File: src/rtl/cal_pkg.sv
package cal_pkg;
  typedef enum logic {
    CAL_IDLE = 1'b0,
    CAL_RUN  = 1'b1
  } cal_state_e;

  typedef enum logic [1:0] {
    SRC_MUXED  = 2'd0,
    SRC_RC_256 = 2'd1,
    SRC_XTAL32 = 2'd2,
    SRC_INTOSC = 2'd3
  } cal_src_e;
endpackage

File: src/rtl/cal_src_sync.sv
module cal_src_sync #(
  parameter int NSRC   = 4,
  parameter int STAGES = 2,
  localparam int SEL_W = (NSRC > 1) ? $clog2(NSRC) : 1
) (
  input  logic             clk,
  input  logic             rst_n,
  input  logic [NSRC-1:0]  slow_i,
  input  logic [SEL_W-1:0] sel,
  output logic             rise_o
);
  // STAGES synchronizer flops plus one history flop for edge detection
  logic [STAGES:0] pipe;
  logic            picked;

  always_comb begin
    picked = 1'b0;
    for (int i = 0; i < NSRC; i++) begin
      if (sel == SEL_W'(i)) picked = slow_i[i];
    end
  end

  genvar g;
  generate
    for (g = 0; g <= STAGES; g++) begin : g_stage
      if (g == 0) begin : g_first
        always_ff @(posedge clk) begin
          if (!rst_n) pipe[0] <= 1'b0;
          else        pipe[0] <= picked;
        end
      end else begin : g_rest
        always_ff @(posedge clk) begin
          if (!rst_n) pipe[g] <= 1'b0;
          else        pipe[g] <= pipe[g-1];
        end
      end
    end
  endgenerate

  assign rise_o = pipe[STAGES-1] & ~pipe[STAGES];
endmodule

File: src/rtl/cal_start_det.sv
module cal_start_det (
  input  logic clk,
  input  logic rst_n,
  input  logic start,
  output logic kick_o
);
  logic start_q;

  always_ff @(posedge clk) begin
    if (!rst_n) start_q <= 1'b0;
    else        start_q <= start;
  end

  assign kick_o = start & ~start_q;
endmodule

File: src/rtl/cal_core.sv
module cal_core
  import cal_pkg::*;
#(
  parameter int CNT_W = 32,
  parameter int TGT_W = 16
) (
  input  logic             clk,
  input  logic             rst_n,
  input  logic             kick,
  input  logic             slow_rise,
  input  logic [TGT_W-1:0] target,
  input  logic [CNT_W-1:0] thr,
  output logic [CNT_W-1:0] count_o,
  output logic             ready_o,
  output logic             timeout_o,
  output logic             busy_o
);
  cal_state_e       state;
  logic [CNT_W-1:0] ref_cnt;
  logic [TGT_W-1:0] slow_cnt;
  logic [CNT_W-1:0] ref_nxt;
  logic [TGT_W:0]   slow_nxt;
  logic [TGT_W:0]   tgt_eff;
  logic             done;
  logic             limit_hit;

  always_comb begin
    ref_nxt   = ref_cnt + 1'b1;
    slow_nxt  = {1'b0, slow_cnt} + 1'b1;
    tgt_eff   = (target == '0) ? (TGT_W+1)'(1) : {1'b0, target};
    done      = slow_rise && (slow_nxt >= tgt_eff);
    limit_hit = (ref_nxt >= thr);
  end

  always_ff @(posedge clk) begin
    if (!rst_n) begin
      state     <= CAL_IDLE;
      ref_cnt   <= '0;
      slow_cnt  <= '0;
      count_o   <= '0;
      ready_o   <= 1'b0;
      timeout_o <= 1'b0;
    end else if (kick) begin
      state     <= CAL_RUN;
      ref_cnt   <= '0;
      slow_cnt  <= '0;
      ready_o   <= 1'b0;
      timeout_o <= 1'b0;
    end else if (state == CAL_RUN) begin
      ref_cnt <= ref_nxt;
      if (slow_rise) slow_cnt <= slow_nxt[TGT_W-1:0];
      if (done) begin
        count_o <= ref_nxt;
        ready_o <= 1'b1;
        state   <= CAL_IDLE;
      end else if (limit_hit) begin
        count_o   <= '0;
        timeout_o <= 1'b1;
        state     <= CAL_IDLE;
      end
    end
  end

  assign busy_o = (state == CAL_RUN);
endmodule

File: src/rtl/slow_cal_counter.sv
module slow_cal_counter #(
  parameter int NSRC   = 4,
  parameter int STAGES = 2,
  parameter int CNT_W  = 32,
  parameter int TGT_W  = 16,
  localparam int SEL_W = (NSRC > 1) ? $clog2(NSRC) : 1
) (
  input  logic             clk,
  input  logic             rst_n,
  input  logic [NSRC-1:0]  slow_clk_i,
  input  logic [SEL_W-1:0] src_sel,
  input  logic             start,
  input  logic [TGT_W-1:0] slow_target,
  input  logic [CNT_W-1:0] timeout_thr,
  output logic [CNT_W-1:0] cal_count,
  output logic             cal_ready,
  output logic             cal_timeout,
  output logic             cal_busy
);
  logic slow_rise;
  logic kick;

  cal_src_sync #(.NSRC(NSRC), .STAGES(STAGES)) u_sync (
    .clk(clk), .rst_n(rst_n), .slow_i(slow_clk_i), .sel(src_sel), .rise_o(slow_rise)
  );

  cal_start_det u_start (
    .clk(clk), .rst_n(rst_n), .start(start), .kick_o(kick)
  );

  cal_core #(.CNT_W(CNT_W), .TGT_W(TGT_W)) u_core (
    .clk(clk), .rst_n(rst_n), .kick(kick), .slow_rise(slow_rise),
    .target(slow_target), .thr(timeout_thr),
    .count_o(cal_count), .ready_o(cal_ready), .timeout_o(cal_timeout), .busy_o(cal_busy)
  );
endmodule

File: config.mk
export PLATFORM = sky130hd
export DESIGN_NAME = slow_cal_counter
export DESIGN_NICKNAME = d
export VERILOG_FILES = /design/src/rtl/cal_pkg.sv /design/src/rtl/cal_src_sync.sv /design/src/rtl/cal_start_det.sv /design/src/rtl/cal_core.sv /design/src/rtl/slow_cal_counter.sv
export SDC_FILE = /design/constraint.sdc
export NUM_CORES = 1
export LEC_CHECK = 0
export BUFFER_PORTS_ARGS = -buffer_cell sky130_fd_sc_hd__buf_2
export CAP_MARGIN = 20
export CORE_MARGIN = 1
export CORE_UTILIZATION = 59
export CTS_CLUSTER_DIAMETER = 40
export DETAILED_ROUTE_END_ITERATION = 8
export GPL_TIMING_DRIVEN = 0
export PLACE_DENSITY = 0.81
export SYNTH_ARGS = -nofsm -noshare
export SYNTH_HDL_FRONTEND = slang
export SYNTH_SLANG_ARGS = --single-unit
File: constraint.sdc
create_clock -name clk -period 6.6 [get_ports clk]
set_clock_uncertainty 0.15 [all_clocks]
set_input_delay 0.66 -clock clk [delete_from_list [all_inputs] [get_ports clk]]
set_output_delay 0.66 -clock clk [all_outputs]
set_load 0.05 [all_outputs]
==> results of run 1 <==
==> state kept, by name, indices dropped and copies added, names as in the netlist <==
| name | cells |
|---|---|
| u_core.count_o | 32 |
| u_core.ref_cnt | 32 |
| u_core.busy_o | 1 |
| u_core.ready_o | 1 |
| u_start.start_q | 1 |
| u_sync.pipe | 3 |
| u_core.slow_cnt | 16 |
| u_core.timeout_o | 1 |
==> layer usage <==
layer	track usage, %	vias up	share of wire (%)
met2	46.8	142	48
met4	10.4	0	1.7
met5	0	-	0
li1	-	2435	-
met1	33.7	2258	45
met3	3.81	20	5.4
==> synth_stat cells (all sizes together) <==
| library cell | count | share of area [%] |
|---|---|---|
| nand2b | 5 | 0.68 |
| nor4 | 9 | 1.4 |
| a21o | 3 | 0.39 |
| a221o | 1 | 0.17 |
| nor3 | 12 | 1.5 |
| and3 | 6 | 0.68 |
| o21ai | 14 | 1.2 |
| a311o | 1 | 0.17 |
| a32o | 1 | 0.17 |
| mux2i | 1 | 0.17 |
| o211ai | 2 | 0.26 |
| nand4 | 26 | 3.1 |
| o31ai | 1 | 0.37 |
| or3 | 7 | 0.77 |
| clkbuf | 10 | 1.0 |
| nand3 | 36 | 3.1 |
| o21bai | 1 | 0.13 |
| o21a | 2 | 0.26 |
| a21boi | 1 | 0.13 |
| and4 | 5 | 0.77 |
| dlygate4sd3 | 1 | 0.17 |
| inv | 52 | 3.4 |
| o22ai | 1 | 0.22 |
| buf | 20 | 2.8 |
| a2111o | 2 | 0.39 |
| or2 | 1 | 0.11 |
| mux4 | 1 | 0.39 |
| dfxtp | 87 | 30 |
| a21oi | 20 | 1.7 |
| a221oi | 1 | 0.46 |
| nand3b | 1 | 0.13 |
| nand2 | 75 | 4.9 |
| xor2 | 46 | 7.0 |
| and2 | 10 | 1.1 |
| a31oi | 2 | 0.48 |
| a41oi | 1 | 0.28 |
| a41o | 2 | 0.35 |
| a211oi | 2 | 0.35 |
| ha | 50 | 11 |
| o2bb2ai | 31 | 7.9 |
| xnor2 | 37 | 5.9 |
| nor2 | 58 | 3.8 |
==> area by class of cell <==
class / instances / area, µm² / share of cell area [%]
Clock buffer: 12 / 145 / 2.22
Clock inverter: 4 / 45.0 / 0.690
Inverter: 52 / 195 / 2.99
Tap cell: 129 / 161 / 2.47
Multi-Input combinational cell: 475 / 3560 / 54.5
Sequential cell: 87 / 1740 / 26.7
Buffer: 31 / 230 / 3.53
Timing Repair Buffer: 91 / 455 / 6.97
==> final timing paths <==
| check | end | slack (ns) | start | depth (start not counted) |
|---|---|---|---|---|
| worst max-delay path | u_core.count_o[20] | 2.23 | u_core.ref_cnt[0] | 13 |
| worst min-delay path | u_sync.pipe[1] | 0.29 | u_sync.pipe[0] | 1 |
| worst max register to register | u_core.count_o[20] | 2.23 | u_core.ref_cnt[0] | 13 |
| worst min register to register | u_sync.pipe[1] | 0.29 | u_sync.pipe[0] | 1 |
==> per-stage QoR <==
stage                     utilization [%]  setup WS [ns]  hold WS (ns)  instances  instance area, µm²
after floorplan                         -           3.05         0.262        645                5720
after global placement               68.0           2.43         0.281        865                6340
after detailed placement             68.0           2.33         0.278        865                6340
after CTS                            70.0           2.28         0.298        881                6530
after global routing                 70.0           1.94         0.312        881                6530
final                                70.0           2.23         0.294        881                6530
==> power breakdown <==
| part | total, µW | internal (µW) | switching (µW) | leakage, µW |
|---|---|---|---|---|
| Combinational | 77.8 | 32.5 | 45.4 | 0.00213 |
| Clock | 376 | 184 | 192 | 0.000100 |
| Sequential | 529 | 527 | 2.05 | 0.000702 |
| Total | 983 | 743 | 239 | 0.00293 |
==> critical path: stages (launching register included) <==
cell and delay (ns):
dfxtp_1 0.52, ha_1 0.32, nand4_1 0.36, nor3_4 0.50
nand2_1 0.12, xnor2_1 0.32, ha_1 0.31, o21ai_0 0.19
o21bai_1 0.09, a2111o_1 0.46, a221oi_4 0.39, a31oi_4 0.20
buf_6 0.21, o2bb2ai_2 0.15
==> cells by family (layout without fill, tap and decap cells) <==
| kind of cell | Yosys count | in the layout | synth area share [%] |
|---|---|---|---|
| and+or+nand+nor | 251 | 251 | 22.2 |
| muxes | 2 | 2 | 0.568 |
| adders and majority gates | 50 | 50 | 10.9 |
| buffers and inverters | 83 | 190 | 7.43 |
| DFF | 87 | 87 | 30.4 |
| AOI/OAI and AO/OA | 89 | 89 | 15.5 |
| xor gates and xnor gates | 83 | 83 | 13.0 |
==> placed cells by master (no fill, tap or decap), types with 25 or more instances in the layout <==
master | netlist | final
ha_1 | 50 | 50
xnor2_1 | 35 | 35
buf_2 | 4 | 95
nor2_1 | 57 | 57
inv_1 | 51 | 51
nand4_1 | 25 | 25
nand2_1 | 75 | 75
dfxtp_1 | 87 | 87
o2bb2ai_2 | 29 | 29
xor2_1 | 46 | 46
nand3_1 | 36 | 36
==> run metrics, run 1 <==
first-pass GRT wire length=around 21 mm; CTS resizes=0; total track usage=between 20% and 30%; Crit Path Category=flop to flop; drt pass-1 iters=5; fin. max-slew vios=0; Design Power=between 900 and 1000 µW; status=finished clean; number of top-level pins=a little over 90; largest net degree at the start of global routing=14; Synthesized Nets=between 700 and 800; core area=0.00933 mm²; maximum vdd drop=between 0.00008 and 0.00009 V; Post-CTS Repair Setup Buffers=0; ANT cells=0; Chip Height=100 µm; TritonCTS clock tree=done; relative slew slack=55.9%; Overflow after GRT=0; Finish-stage setup viols=0; vias in the first global route=4,715; Fin. Hold Viols=0; Worst Setup Start Kind=flop; CTS clock-pin slew for the worst setup and hold paths=roughly 0.08 ns; Vias=4,855; Longest Clk Path Bufs=2; die area=0.0101 mm²; CTS Buf Count=9; clk_lat worst skew=between 0.3 and 0.4 ns; Syn Inst Count=around 650; filler cell count=between 700 and 800; Rows=35; clk sink count=between 80 and 90; Post-CTS Hold Buffers=0; Starting DRT DRC Count=approximately 180; number of max-cap violations=0; CTS H-tree depth=3; Netlist cell types=slightly below 60; crit path max fanout=10; Power Dens Cells=150 mW/mm²; post-synthesis sequential area ratio=30.4%; Critical Path Sink Type=flop; IO buf count=91; initial antenna violation count=0; share of layout cells above drive strength 1=23.4%; WP data required=between 6 and 7 ns; DR WL/cell=between 10 and 15 µm; Synth Warn #=0; TNS Setup=0 ns; Post-Route WL=roughly 13 mm; FF+latch count, synth=87; nets=854; LEAKAGE=0.00293 µW; gpl congestion=0.883; initial core utilization=61.4%; actual slew at the worst max-slew pin=roughly 0.66 ns; Die X=around 100 µm; Detail Route Antenna Nets=0; Detailed Place HPWL=10.3 mm; cell area after synthesis=approximately 0.0057 mm²; via/cell ratio=roughly 5.5; fin crit share=66.1%; RSZ-0062 raised after global routing=false; drt drc=0; Hold Crit Class=flop to flop; area added between synthesis and finish=14.1%; arrival time at the worst endpoint=between 4 and 5 ns; clk root buf=clkbuf_8; post-route minimum period=between 4 and 5 ns; synthesized area per cell=8.87 µm²; FMAX=229 MHz
Power figures use the tool's default switching activity.
==> run 2: changes to the inputs <==
ABC_AREA = 1   (was unset)
CORE_UTILIZATION = 58   (was 59)
PLACE_DENSITY = 0.79   (was 0.81)
clock period = 4.3 ns   (was 6.6 ns; I/O delays follow)
==> run 2 against run 1 <==
Effect of this change:
- combinational power rose to 3.1 times the previous value
- die area rose by 4.3%
- sequential share of layout area fell by 0.66 points
- power rose by 71%
- worst setup slack got worse by 1.7 ns
- clock power rose by 57%
- global-route usage rose by 1.5 points
- via count rose by 16%
- first-iteration DRC count rose by 68%
- highest routed layer unchanged
- non-clock buffer count fell by 3
- register-to-register slack got worse by 1.7 ns
==> run metrics, run 2 <==
status=finished clean (unchanged); area added between synthesis and finish=14.0% (was 14.1%); register area=0.00174 mm² (unchanged); Vias=5,623 (was 4,855); Crit Path Category=flop to flop (unchanged); most frequent cells in the layout=inv_1, nand2_1, buf_2 (was buf_2, dfxtp_1, nand2_1); Critical Path Sink Type=flop (unchanged); nets=1,042 (was 854); CTS resizes=0 (unchanged); TritonCTS clock tree=done (unchanged); Die X=103 µm (was 100 µm); Starting DRT DRC Count=307 (was 183); LEAKAGE=0.00335 µW (was 0.00293 µW); vias in the first global route=4,958 (was 4,715); number of top-level pins=92 (unchanged); Synth async-reset ratio=0% (unchanged); Worst Setup Start Kind=flop (unchanged); Rows=36 (was 35); Longest Clk Path Bufs=2 (unchanged); clk root buf=clkbuf_8 (unchanged); Synth top cells by count=inv_1, nand2_1, dfxtp_1 (was dfxtp_1, nand2_1, nor2_1); CTS H-tree depth=3 (unchanged); clk_lat worst skew=0.37 ns (about the same); Hold Crit Class=input pin to flop (was flop to flop); CTS clock-pin slew for the worst setup and hold paths=0.09 ns (was 0.08 ns); arrival time at the worst endpoint=3.81 ns (was 4.51 ns); Synth top area share=29.7% (was 30.4%); initial antenna violation count=0 (unchanged); Post-CTS Repair Setup Buffers=0 (unchanged); FMAX=268 MHz (was 229 MHz); Synth Warn #=0 (unchanged); Synthesized Nets=940 (was 752); fin crit share=86.7% (was 66.1%); relative slew slack=34.8% (was 55.9%); most common cell in the synthesized netlist=inv_1 (was dfxtp_1); Syn Inst Count=833 (was 645); drt pass-1 iters=6 (was 5); design area=0.00670 mm² (was 0.00653 mm²); DR WL/cell=13.3 µm (was 14.9 µm); ANT cells=0 (unchanged); Fin. Hold Viols=0 (unchanged); WP data required=4.38 ns (was 6.75 ns); post-route minimum period=3.73 ns (was 4.37 ns); crit path max fanout=10 (unchanged); gpl congestion=0.946 (was 0.883); TNS Setup=0 ns (unchanged); FF+latch count, synth=87 (unchanged); Post-CTS Hold Buffers=0 (unchanged); EDFF count, synth=0 (unchanged); Yosys top cell by area=dfxtp_1 (unchanged); core area=0.00977 mm² (was 0.00933 mm²); placed instance area=0.00649 mm² (was 0.00634 mm²); post-synthesis sequential area ratio=29.7% (was 30.4%); die area=0.0105 mm² (was 0.0101 mm²); via/cell ratio=5.24 (was 5.51); most common cell after layout, fill and taps aside=inv_1 (was buf_2); Power Dens Cells=250 mW/mm² (was 150 mW/mm²); filler cell count=909 (was 742); Overflow after GRT=0 (unchanged); share of layout cells above drive strength 1=20.9% (was 23.4%); clk sink count=87 (unchanged); Netlist cell types=35 (was 59); largest net degree at the start of global routing=15 (was 14); Post-Route WL=14.3 mm (was 13.1 mm); fin. max-slew vios=0 (unchanged); biggest regs=u_core.count_o x32, u_core.ref_cnt x32, u_core.slow_cnt x16 (unchanged); Chip Height=103 µm (was 100 µm); top_reg_cell synth=dfxtp_1 (unchanged); maximum vdd drop=0.000195 V (was 0.0000894 V); initial core utilization=60.1% (was 61.4%); first-pass GRT wire length=23.2 mm (was 21.4 mm); CTS Buf Count=9 (unchanged); RSZ-0062 raised after global routing=false (unchanged); number of max-cap violations=0 (unchanged); IO buf count=91 (unchanged); cell area after synthesis=0.00587 mm² (was 0.00572 mm²); drt drc=0 (unchanged); actual slew at the worst max-slew pin=0.979 ns (was 0.659 ns); total track usage=28.4% (was 26.9%); main area contributors after synthesis=dfxtp_1, ha_1, inv_1 (was dfxtp_1, ha_1, o2bb2ai_2); multi-input combinational cell area=0.00342 mm² (was 0.00356 mm²); Detail Route Antenna Nets=0 (unchanged); Finish-stage setup viols=0 (unchanged); Detailed Place HPWL=11.2 mm (was 10.3 mm); synthesized area per cell=7.05 µm² (was 8.87 µm²)
run 2: changes by cell type in the layout (fill, tap and decap cells not counted), sizes merged, moves of 22 or more:
cell / before / now
nand2: 75 / 159
xnor2: 37 / 1
nor2: 58 / 80
o2bb2ai: 31 / 0
a21oi: 20 / 91
inv: 52 / 147
o21ai: 14 / 48
run 2: final timing paths:
path | start | endpoint | slack, ns | cells past startpoint
setup / recovery | u_core.ref_cnt[0] | u_core.count_o[18] | 0.57 | 21
hold / removal | start | u_start.start_q | 0.13 | 3
setup reg to reg | u_core.ref_cnt[0] | u_core.count_o[18] | 0.57 | 21
hold reg to reg | u_sync.pipe[0] | u_sync.pipe[1] | 0.27 | 2
run 2: final cells by class:
| class | instances | share of cell area (%) |
|---|---|---|
| flip-flops and latches | 87 | 26.0 |
| plain buffers | 28 | 2.37 |
| clock inverters | 4 | 0.822 |
| multi-input cells | 570 | 51.0 |
| clock buffers | 12 | 2.17 |
| well taps | 133 | 2.49 |
| inverters | 148 | 8.30 |
| repair buffers | 91 | 6.80 |
run 2: layer usage:
| metal | global-route usage (%) | vias to the layer above | part of all wire [%] |
|---|---|---|---|
| met4 | 7.69 | 0 | 1.4 |
| met5 | 0 | - | 0 |
| li1 | - | 2875 | - |
| met2 | 47.2 | 161 | 46 |
| met1 | 38.0 | 2569 | 48 |
| met3 | 4.68 | 18 | 4.9 |
run 2: logic make-up (layout without fill, tap and decap cells):
logic type	Yosys count	in the layout	synth area share, %
simple gates	334	334	26.9
buf+inv	176	283	12.2
compound gates	151	151	15.4
flops	87	87	29.7
fa+ha+maj	50	50	10.7
xor+xnor	35	35	5.22
run 2: stage by stage:
stage          hold WS (ns)  worst slack (ns)  util (%)  total power, µW  instances
3_5_place_dp          0.261             0.640      66.4             1100       1057
6_report              0.134             0.570      68.5             1680       1073
4_1_cts               0.126             0.600      68.5             1670       1073
3_3_place_gp          0.249             0.676      66.4             1090       1057
5_1_grt               0.131             0.285      68.5             1750       1073
2_1_floorplan         0.240              1.21         -             1020        833
run 2: worst max-delay path, stage by stage (launching register included):
cell and delay (ns):
dfxtp_1 0.42, ha_1 0.21, nand3_1 0.12, nor2_2 0.13
inv_2 0.06, nor2_4 0.10, nand2_2 0.13, nor4_1 0.39
nor2_1 0.15, ha_1 0.31, nand2_1 0.04, inv_1 0.06
nand3_1 0.09, nor2_1 0.18, nand3_1 0.17, nor3_1 0.24
nor2_1 0.13, nand2_4 0.10, nand2_8 0.08, buf_12 0.20
nand2_2 0.06, a21oi_2 0.05
run 2: power breakdown:
group	total, µW	switching, µW	internal, µW
combinational	242	158	84.2
sequential	845	19.6	826
clock	589	302	287
total	1680	479	1200
